### src/rtl/tbs_pkg.sv
package tbs_pkg;
    typedef enum logic [1:0] {
        SEQ_IDLE = 2'd0,
        SEQ_RUN  = 2'd1,
        SEQ_TAIL = 2'd2
    } seq_state_t;
endpackage

### src/rtl/tbs_qb_timer.sv
// Free-running prescaler: one tick per QB_DIV clocks marks a quarter bit.
module tbs_qb_timer #(
    parameter int QB_DIV = 2
) (
    input  logic clk,
    input  logic rst_n,
    output logic tick
);
    localparam int CW = (QB_DIV > 1) ? $clog2(QB_DIV) : 1;

    logic [CW-1:0] div_cnt;

    assign tick = (div_cnt == CW'(QB_DIV - 1));

    always_ff @(posedge clk or negedge rst_n) begin
        if (!rst_n)    div_cnt <= '0;
        else if (tick) div_cnt <= '0;
        else           div_cnt <= div_cnt + 1'b1;
    end
endmodule

### src/rtl/tbs_burst_store.sv
// Staging buffer written by the host, plus a working copy taken at burst start.
module tbs_burst_store #(
    parameter int DEPTH = 64
) (
    input  logic                     clk,
    input  logic                     rst_n,
    input  logic                     wr_en,
    input  logic [$clog2(DEPTH)-1:0] wr_addr,
    input  logic                     wr_bit,
    input  logic                     capture,
    input  logic [$clog2(DEPTH):0]   rd_idx,
    output logic                     rd_bit
);
    localparam int AW = $clog2(DEPTH);

    logic [DEPTH-1:0] stage_q;
    logic [DEPTH-1:0] live_q;

    always_ff @(posedge clk or negedge rst_n) begin
        if (!rst_n) begin
            stage_q <= '0;
            live_q  <= '0;
        end else begin
            if (wr_en)   stage_q[wr_addr] <= wr_bit;
            if (capture) live_q <= stage_q;
        end
    end

    // Past the last stored bit the burst is padded with ones.
    assign rd_bit = (rd_idx < (AW+1)'(DEPTH)) ? live_q[rd_idx[AW-1:0]] : 1'b1;
endmodule

### src/rtl/tbs_burst_seq.sv
module tbs_burst_seq
    import tbs_pkg::*;
#(
    parameter int DEPTH   = 64,
    parameter int QB_DIV  = 2,
    parameter int TAIL_QB = 32,
    parameter int UP_W    = 6
) (
    input  logic                       clk,
    input  logic                       rst_n,
    input  logic                       ul_on,
    input  logic                       burst_en,
    input  logic                       wr_en,
    input  logic [$clog2(DEPTH)-1:0]   wr_addr,
    input  logic                       wr_bit,
    input  logic [UP_W-1:0]            rup_dly,
    input  logic [$clog2(TAIL_QB)-1:0] rdn_dly,
    output logic                       data_valid,
    output logic                       mod_bit,
    output logic                       ramp_up,
    output logic                       ramp_dn,
    output logic                       done
);
    localparam int AW = $clog2(DEPTH);
    localparam int QW = AW + 3;
    localparam int TW = $clog2(TAIL_QB);

    seq_state_t        state, next_state;
    logic              tick, en_q;
    logic [QW-1:0]     qcnt, q_inc;
    logic [TW-1:0]     tcnt, rdn_q;
    logic [UP_W-1:0]   rup_q;
    logic              busy, start, fall, tail_end, abort;
    logic              up_hit, dn_hit, rd_bit;

    tbs_qb_timer #(.QB_DIV(QB_DIV)) u_timer (
        .clk   (clk),
        .rst_n (rst_n),
        .tick  (tick)
    );

    tbs_burst_store #(.DEPTH(DEPTH)) u_store (
        .clk     (clk),
        .rst_n   (rst_n),
        .wr_en   (wr_en),
        .wr_addr (wr_addr),
        .wr_bit  (wr_bit),
        .capture (start),
        .rd_idx  (qcnt[QW-1:2]),
        .rd_bit  (rd_bit)
    );

    assign busy     = (state != SEQ_IDLE);
    assign abort    = busy && !ul_on;
    assign start    = tick && (state == SEQ_IDLE) && ul_on && burst_en && !en_q;
    assign fall     = tick && (state == SEQ_RUN) && ul_on && !burst_en;
    assign tail_end = tick && (state == SEQ_TAIL) && ul_on && (tcnt == TW'(TAIL_QB - 1));
    assign q_inc    = (&qcnt) ? qcnt : qcnt + 1'b1;
    assign up_hit   = tick && busy && !abort && !tail_end && (q_inc == QW'(rup_q));
    assign dn_hit   = tick && (state == SEQ_TAIL) && !abort && !tail_end
                      && ((tcnt + 1'b1) == rdn_q);

    // Next-state logic
    always_comb begin
        next_state = state;
        unique case (state)
            SEQ_IDLE: if (start) next_state = SEQ_RUN;
            SEQ_RUN: begin
                if (abort)     next_state = SEQ_IDLE;
                else if (fall) next_state = SEQ_TAIL;
            end
            SEQ_TAIL: begin
                if (abort || tail_end) next_state = SEQ_IDLE;
            end
            default: next_state = SEQ_IDLE;
        endcase
    end

    // State register
    always_ff @(posedge clk or negedge rst_n) begin
        if (!rst_n) state <= SEQ_IDLE;
        else        state <= next_state;
    end

    // Quarter-bit and tail counters, captured delays, enable history
    always_ff @(posedge clk or negedge rst_n) begin
        if (!rst_n) begin
            en_q  <= 1'b0;
            qcnt  <= '0;
            tcnt  <= '0;
            rup_q <= '0;
            rdn_q <= '0;
        end else begin
            if (tick) en_q <= burst_en;
            if (start) begin
                qcnt  <= '0;
                rup_q <= rup_dly;
                rdn_q <= rdn_dly;
            end else if (tick && busy) begin
                qcnt <= q_inc;
            end
            if (fall)                             tcnt <= '0;
            else if (tick && state == SEQ_TAIL)   tcnt <= tcnt + 1'b1;
        end
    end

    // Output strobes
    always_ff @(posedge clk or negedge rst_n) begin
        if (!rst_n) begin
            ramp_up <= 1'b0;
            ramp_dn <= 1'b0;
            done    <= 1'b0;
        end else begin
            ramp_up <= (start && rup_dly == '0) || up_hit;
            ramp_dn <= (fall && rdn_q == '0) || dn_hit;
            done    <= tail_end;
        end
    end

    always_comb begin
        data_valid = busy;
        mod_bit    = busy && rd_bit;
    end
endmodule

### config.mk
export PLATFORM = sky130hd
export DESIGN_NAME = tbs_burst_seq
export DESIGN_NICKNAME = d
export VERILOG_FILES = /design/src/rtl/tbs_pkg.sv /design/src/rtl/tbs_qb_timer.sv /design/src/rtl/tbs_burst_store.sv /design/src/rtl/tbs_burst_seq.sv
export SDC_FILE = /design/constraint.sdc
export NUM_CORES = 1
export LEC_CHECK = 0
export CORE_MARGIN = 1
export CORE_UTILIZATION = 55
export DETAILED_ROUTE_END_ITERATION = 10
export PLACE_DENSITY_LB_ADDON = 0.3
export SLEW_MARGIN = 30
export SYNTH_ARGS = -nofsm -noshare
export SYNTH_HDL_FRONTEND = slang
export SYNTH_SLANG_ARGS = --single-unit
### constraint.sdc
create_clock -name clk -period 2.35 [get_ports clk]
set_clock_uncertainty 0.15 [all_clocks]
set_input_delay 0.5875 -clock clk [delete_from_list [all_inputs] [get_ports clk]]
set_output_delay 0.5875 -clock clk [all_outputs]
set_load 0.05 [all_outputs]
* Yosys cells after proc, flatten, opt, wreduce, memory -nomap -nowiden *
Cells that the tools add are included.
W data, S select, Z words.

word-level totals
  register bits after elaboration = 160
  latch bits = 0
  RAM bits = 0
  ROM bits = 0
  input bits = 23
  output and inout port bits = 5
  memories = 0

operators by class
  add/subtract/negate cells = 3
  multiply operators = 0
  divide/modulo/power cells = 0
  order comparisons = 4
  equal/unequal tests = 8
  shifts and indexed selects = 0
  multiplexer cells = 17
  bitwise logic cells = 0
  reductions and logical operators = 38

operator list
  cell                   number
  $bwmux W64             1
  $mux W9                3
  $logic_and A1 B1 Y1    22
  $lt A6 B7 Y1 const B   2
  $mux W5                2
  $add A9 B1 Y9 const B  1
  $eq A9 B6 Y1           1
  $reduce_and A9 Y1      1
  $mux W2                4
  $lt A7 B7 Y1 const B   1
  $bmux W1 S6            1
  $demux W1 S6           1
  $ge A6 B1 Y1 const B   1
  $logic_not A6 Y1       1
  $pmux W2 S3            1
  $reduce_bool A2 Y1     3
  $add A5 B1 Y5 const B  1
  $eq A5 B5 Y1           1
  $eq A5 B5 Y1 const B   1
  $logic_not A1 Y1       5
  $logic_not A5 Y1       1
  $mux W1                4
  $logic_or A1 B1 Y1     3
  $ne A3 B3 Y1 const B   1
  other kinds (7)        7

* Depth between registers and ports, before layout *
Gate-level depths: netlist (run 1).

  depth after elaboration = 8
  mapped depth = 9

* Hierarchy *
A second synthesis (run 1) with hierarchy kept.

unflattened totals
  cell total of the unflattened synthesis = 635
  area total of the unflattened synthesis = 7672.4 µm²

by module, submodules not included
  module           instances  cells each  area each (µm²)
  tbs_burst_store  1          422         5801.8
  tbs_burst_seq    1          211         1841.8
  tbs_qb_timer     1          2           28.8

* Worst setup path before layout (run 1) *
No wires, ideal clock.

  kind = reg-to-output
  start point = register qcnt[2]
  end point = output port mod_bit
  arrival = 2.149 ns
  path slack = -0.536 ns
  stages on the path, launching flop included = 10
  path through = dfrtp_1 -> buf_6 -> buf_6 -> buf_2 -> mux2i_1 -> nand3b_1 -> o21ai_1 -> nor4_1 -> a2111oi_2 -> a21oi_1

on the way
  longest elaborated chain between the ends = 4
  elaborated cells between the ends (all ways) = 5
  classes of those cells = 1 x order compare; 3 x mux; 1 x reduce/logical

ends and longest elaborated chain
  element                        line                   source
  start, declared                tbs_burst_seq.sv:30    logic [QW-1:0] qcnt, q_inc;
  start signal, assigned         tbs_burst_seq.sv:100   qcnt <= q_inc;
  $bmux W1 S6                    tbs_burst_store.sv:30  assign rd_bit = (rd_idx < (AW+1)'(DEPTH)) ? live_q[rd_idx[AW-1:0]] : 1'b1;
  $mux W1 (implied by the code)  tbs_burst_store.sv:30
  $mux W1 *                      tbs_burst_store.sv:30
  $logic_and A1 B1 Y1 *          tbs_burst_seq.sv:122   mod_bit = busy && rd_bit;
  end, declared                  tbs_burst_seq.sv:19    output logic mod_bit,

Every way passes the cells marked *; elsewhere a longest branch is shown, timed or not. The select of a mux whose other input is x is not followed.

* Worst setup path after layout (run 1) *
Ends and elaborated chain as after synthesis.

==> results of run 1 <==
==> power breakdown <==
| part | switching [mW] | internal, mW |
|---|---|---|
| clock network | 1.15 | 1.78 |
| registers | 0.263 | 3.13 |
| logic | 0.548 | 0.539 |
| total | 1.96 | 5.44 |
==> sequential cells by signal, indices dropped and copies added, names as in the netlist <==
signal / cells
u_store.live_q: 64
qcnt: 9
tcnt: 5
u_timer.tick: 1
rdn_q: 5
u_store.stage_q: 64
done: 1
rup_q: 6
ramp_dn: 1
state: 2
en_q: 1
ramp_up: 1
==> area by class of cell <==
cell class                 count  area, sq um
clock inverter                13          186
timing repair buffer          97          905
clock buffer                  19          433
fill                         964         4120
inverter                       5         18.8
sequential                   160         4010
tap                          176          220
multi-input combinational    552         3360
==> logic make-up after synthesis <==
logic type,synth area share [%]
XOR/XNOR,1.64
multiplexers,15.3
AND/OR/NAND/NOR,22.8
AO/OA/AOI/OAI,3.65
flip-flops,53.4
adder cells (fa/ha/maj),0.501
buffers and inverters,2.62
==> layer usage <==
| layer | track usage [%] | share of wire (%) | vias to the layer above |
|---|---|---|---|
| met4 | 9.97 | 2.5 | 0 |
| met2 | 43.8 | 49 | 205 |
| met3 | 7.58 | 6.1 | 38 |
| met1 | 37.1 | 42 | 2959 |
| li1 | - | - | 2682 |
| met5 | 0 | 0 | - |
==> critical path, delay by kind of cell, from the launching register on <==
| kind | cells | cell delay (ns) |
|---|---|---|
| AOI/OAI and AO/OA | 4 | 0.82 |
| muxes | 1 | 0.51 |
| DFF | 1 | 0.42 |
| buffers and inverters | 2 | 0.31 |
==> timing repair <==
| action | in CTS | in global routing |
|---|---|---|
| hold endpoints to repair | 50 | 0 |
| hold buffers | 1 | 0 |
| pin swaps | 3 | 0 |
| cloned | 0 | 1 |
| endpoints found under the setup margin | 2 | 5 |
| resized for setup | 8 | 7 |
| buffers inserted | 1 | 1 |
==> stage by stage <==
step	setup WS, ns	TNS [ns]	area (sq um)	hold WS (ns)	std cells
final	-0.889	-0.889	9130	0.315	1022
after floorplan	-0.241	-0.241	7510	0.142	758
after global routing	-0.943	-0.943	9130	0.336	1022
after global placement	-0.453	-1.37	8380	0.290	986
after detailed placement	-0.502	-1.99	8380	0.300	986
after CTS	-0.835	-0.835	9080	0.316	1020
==> worst paths after layout <==
check                                      end  slack [ns]  cells past startpoint
max reg2reg                            ramp_up        0.14                      9
max in group asynchronous    u_store.live_q[8]        0.93                      3
min reg2reg                  u_store.live_q[5]        0.32                      2
max                                    mod_bit       -0.89                      7
min in group asynchronous  u_store.stage_q[20]        0.53                      2
min                          u_store.live_q[5]        0.32                      2
==> cell usage in the layout, fill, tap and decap left out, types with 3 or more instances in the layout <==
master           instances
nand3_1                 15
xnor2_1                  5
buf_4                   61
mux4_1                   3
nand2_1                275
buf_12                   6
mux2i_1                  8
buf_6                    3
a21oi_1                  3
mux2_1                   3
dfrtp_2                  3
nor4_1                   5
nand3b_1                 5
and3_1                   7
nand4_1                  6
nand2b_1                 3
nor3b_1                  5
o21ai_0                 11
inv_1                    5
mux4_2                  11
nor3_1                   7
ha_1                     3
mux2_2                  63
clkdlybuf4s50_1         23
clkinvlp_4               4
clkbuf_16               18
a31oi_1                  6
dfrtp_1                157
bufinv_16                4
xor2_1                   9
nor2b_1                  8
nor2_1                  55
==> reports/results.ini, run 1 <==
[power_and_ir_drop]
power_leakage_nw = 4.39
cellPowerDensity_nw_per_um2 = 811
totalPowerFinal_mw = 7.41
ir_drop_v = 0.000836

[critical_path]
cp.arrival_ns = 2.50
critical-path-max-stage-delay_ns = 0.51
worstPathMaxFanout = 3
critPathCaptureType = primary output
reg2reg_from = tcnt[1]
startpoint = qcnt[2]
required_ns = 1.61
crit_top_cell = buf_6
crit_path_top_delay_cell = mux4_2
crit_type = reg -> out
cp-start-kind = flip-flop
cp_cell_sequence = buf_6 -> mux4_2 -> a22oi_2 -> a31oi_4 -> a2111oi_4 -> a21oi_4 -> buf_6

[synth]
ys.flop_type = dfrtp_1
ys_types = 53
yosysTopAreaCell = dfrtp_1
async_reset_ff_share_pct = 100
seq_area_frac_synth_pct = 53.4
synth_nets = 784
synth_top_area_share_pct = 53.4
synthCells = 758
synth_area_leaders = dfrtp_1 (53%), nand2_1 (14%), mux2_2 (9.5%), mux4_2 (3.3%), nor2_1 (2.9%)
synth_warnings = 0
yosysMostFrequentCell = nand2_1
syn_area_per_cell_sq_um = 9.89
yosys_register_bits = 160
synthesis.area_sq_um = 7500
synth_edf_count = 0
synthTopCellsByCount = nand2_1 (275), dfrtp_1 (160), mux2_2 (63), nor2_1 (57), clkbuf_1 (31)

[global_route]
grt_pass1_wl_mm = 29.9
grt_use_total_pct = 27.8
grt_max_degree = 65
grt_pass1_vias = 5800
grt_overflow_total = 0
antenna_found_initial = 0

[die]
dieArea_sq_um = 14100
coreArea_sq_um = 13200
rows = 42
die_h_um = 119
pin_count = 28
die_w_um = 119
start_util_pct = 56.6

[cts]
cts.clk_slew.worst_paths_ns = 0.06
clock_latency_ns = 0.44
cts_sinks = 160
htreeDepth = 4
root_buffer = clkbuf_16
numCtsBuffers = 17
tritoncts = done
cts.path.max_buffers = 2

[layout]
drive_above_1_share_pct = 22.5
antennaDiodeCount = 0
fin_nets = 859
area_delta_synth_final_pct = 21.7
utilization_pct = 68.9

[timing]
tightest_slew_ns = 0.654
max_slew_margin_pct = 56.0
final-setup-viol-count = 1
hold_violations = 0
fmax_mhz = 309
rsz0062_at_grt = true
final.period_utilization_pct = 138
setup_ws_ns = -0.889
post-route-min-period_ns = 3.24
slew_violations = 0

[detailed_routing]
wl_mm = 18.1
drt_iter0_markers = 617
ant_nets = 0
wire_per_inst_um = 17.7
drcViolationCount = 0
vias = 5884
viasPerCell = 5.76
dr.pass1.iters = 6

[place]
hpwl_mm = 12.2
gp_congestion = 0.857
portBuffers = 27

[run_status]
violations = negative setup slack
status = finished, violations left

[worst_hold_path]
min_from = u_store.stage_q[5]
hold_class = reg -> reg

[run]
maxCapViolCount = 0

No activity file was read; power rests on OpenSTA's default activity.
==> run 2, diff against run 1 <==
CORE_MARGIN = 2   (was 1)
==> run 2 against run 1 <==
The run still ends with negative setup slack left. Largest cell class unchanged. Register-to-register slack lost 0.03 ns. Clock power shrank 6.8%. Sequential power is essentially flat. Critical path type unchanged. Power shrank 2.6%. Cell area shrank 0.73%.
==> reports/results.ini, run 2 (synthesis results as in run 1) <==
[run_status]
status = finished, violations left
violations = negative setup slack

[die]
rows = 42  ; unchanged
die_w_um = 121  ; +1.7%
pin_count = 28  ; unchanged
die_h_um = 121  ; +1.7%
coreArea_sq_um = 13300  ; +0.40%
start_util_pct = 56.4  ; -0.22 points
dieArea_sq_um = 14600  ; +3.4%

[timing]
tns_ns = -0.930  ; -0.0414 ns
final.period_utilization_pct = 140  ; +1.8 points
final-setup-viol-count = 1  ; unchanged
slew_violations = 0  ; unchanged
tightest_slew_ns = 0.648  ; -0.00545 ns
post-route-min-period_ns = 3.28  ; +0.0414 ns
rsz0062_at_grt = true
hold_violations = 0  ; unchanged
max_slew_margin_pct = 56.6  ; +0.66 points
setup_ws_ns = -0.930  ; -0.0414 ns
fmax_mhz = 305  ; -1.3%

[critical_path]
critical-path-max-stage-delay_ns = 0.53  ; +0.02 ns
crit_path_top_delay_cell = mux4_2
cp.arrival_ns = 2.54  ; +0.04 ns
critPathCaptureType = primary output
worstPathMaxFanout = 6  ; +3
cp_cell_sequence = buf_12 -> mux4_2 -> a22oi_2 -> a31oi_2 -> a2111oi_4 -> a21oi_4 -> buf_6
crit_buf_inv = 2  ; unchanged
required_ns = 1.61  ; about the same
path_delay_family = compound AO/OA/AOI/OAI gates
crit_type = reg -> out
cp-start-kind = flip-flop

[cts]
cts.clk_slew.worst_paths_ns = 0.06  ; about the same
tritoncts = done
cts_sinks = 160  ; unchanged
numCtsBuffers = 17  ; unchanged
cts.path.max_buffers = 2  ; unchanged
htreeDepth = 4  ; unchanged
root_buffer = clkbuf_16
clock_latency_ns = 0.43  ; about the same

[power_and_ir_drop]
power_leakage_nw = 4.35  ; -0.98%
ir_drop_v = 0.000644  ; -23%
cellPowerDensity_nw_per_um2 = 796  ; -1.9%

[place]
gp_congestion = 0.905  ; +5.6%
dp_cells = 983  ; -0.30%
hpwl_mm = 12.1  ; -0.60%
portBuffers = 27  ; unchanged

[detailed_routing]
wl_mm = 18.0  ; -0.24%
wire_per_inst_um = 17.7  ; about the same
drt_iter0_markers = 516  ; -16%
drcViolationCount = 0  ; unchanged
dr.pass1.iters = 7  ; +1
viasPerCell = 5.72  ; -0.59%
ant_nets = 0  ; unchanged
vias = 5832  ; -0.88%

[layout]
multi_input_area_sq_um = 3360  ; about the same
drive_above_1_share_pct = 22.7  ; +0.20 points
seqCellArea_sq_um = 4010  ; about the same
antennaDiodeCount = 0  ; unchanged
fin_nets = 857  ; -0.23%
n_fill_cell = 964  ; unchanged
area_delta_synth_final_pct = 20.9
mostFrequentLayoutCells = nand2_1 (275), dfrtp_1 (159), mux2_2 (63), buf_4 (60), nor2_1 (55)
final_common_cell = nand2_1
stdcell_count = 1019  ; -0.29%
utilization_pct = 68.2  ; -0.77 points
reg_top3 = u_store.live_q x64, u_store.stage_q x64, qcnt x9

[global_route]
grt_overflow_total = 0  ; unchanged
antenna_found_initial = 0  ; unchanged
grt_pass1_vias = 6023  ; +3.8%
grt_max_degree = 65  ; unchanged
grt_use_total_pct = 26.5  ; -1.4 points
grt_pass1_wl_mm = 29.8  ; -0.44%

[run]
maxCapViolCount = 0  ; unchanged

[worst_hold_path]
hold_class = reg -> reg

-- run 2: per-stage QoR --
| stage | setup WS (ns) | total power, mW | hold WS [ns] | instance area (sq um) |
|---|---|---|---|---|
| finish | -0.930 | 7.22 | 0.313 | 9060 |
| global route | -0.983 | 7.52 | 0.342 | 9060 |
| CTS | -0.929 | 7.21 | 0.314 | 8990 |
| detailed placement | -0.477 | 4.47 | 0.303 | 8370 |
| global placement | -0.486 | 4.39 | 0.293 | 8370 |
| floorplan | -0.241 | 4.03 | 0.142 | 7510 |
-- run 2: cell type report --
class,count,area share [%]
clock buffer,20,5.04
clock inverter,11,1.44
inverter,5,0.207
multi-input combinational,552,37.0
sequential,160,44.2
tap,176,2.43
timing repair buffer,95,9.65
-- run 2: timing repair --
action | CTS | global route
buffers inserted | 1 | 3
endpoints found under the hold margin | 47 | 0
hold buffers | 1 | 0
pin swaps | 4 | 5
resized for setup | 1 | 12
setup endpoints to repair | 1 | 3
-- run 2: final timing paths --
| path | end | from | depth (start not counted) | slack (ns) |
|---|---|---|---|---|
| hold reg to reg | u_store.live_q[1] | u_store.stage_q[1] | 2 | 0.31 |
| setup reg to reg | ramp_up | qcnt[2] | 9 | 0.11 |
| setup / recovery | mod_bit | qcnt[2] | 7 | -0.93 |
| min in group asynchronous | u_store.stage_q[31] | rst_n | 2 | 0.52 |
| hold / removal | u_store.live_q[1] | u_store.stage_q[1] | 2 | 0.31 |
| max in group asynchronous | ramp_up | rst_n | 3 | 0.87 |
-- run 2: layer usage --
metal  GRT usage, %  wire length (um)
met5              0                 0
met1           34.7              7620
met4           7.70               365
met2           43.9              9040
met3           6.65              1010
-- run 2: worst register-to-register path, stage by stage (launching register included) --
cell	delay [ns]
dfrtp_1	0.40
buf_6	0.15
buf_4	0.11
buf_4	0.15
nand3_2	0.09
or3_1	0.39
a21oi_2	0.16
a221oi_1	0.11
nor4_2	0.30
a21o_1	0.16
-- run 2: where the power goes --
| group | leakage [nW] | total, mW | switching (mW) | internal, mW |
|---|---|---|---|---|
| registers | 2.12 | 3.39 | 0.263 | 3.13 |
| clock network | 0.287 | 2.73 | 1.11 | 1.62 |
| logic | 1.94 | 1.09 | 0.558 | 0.534 |
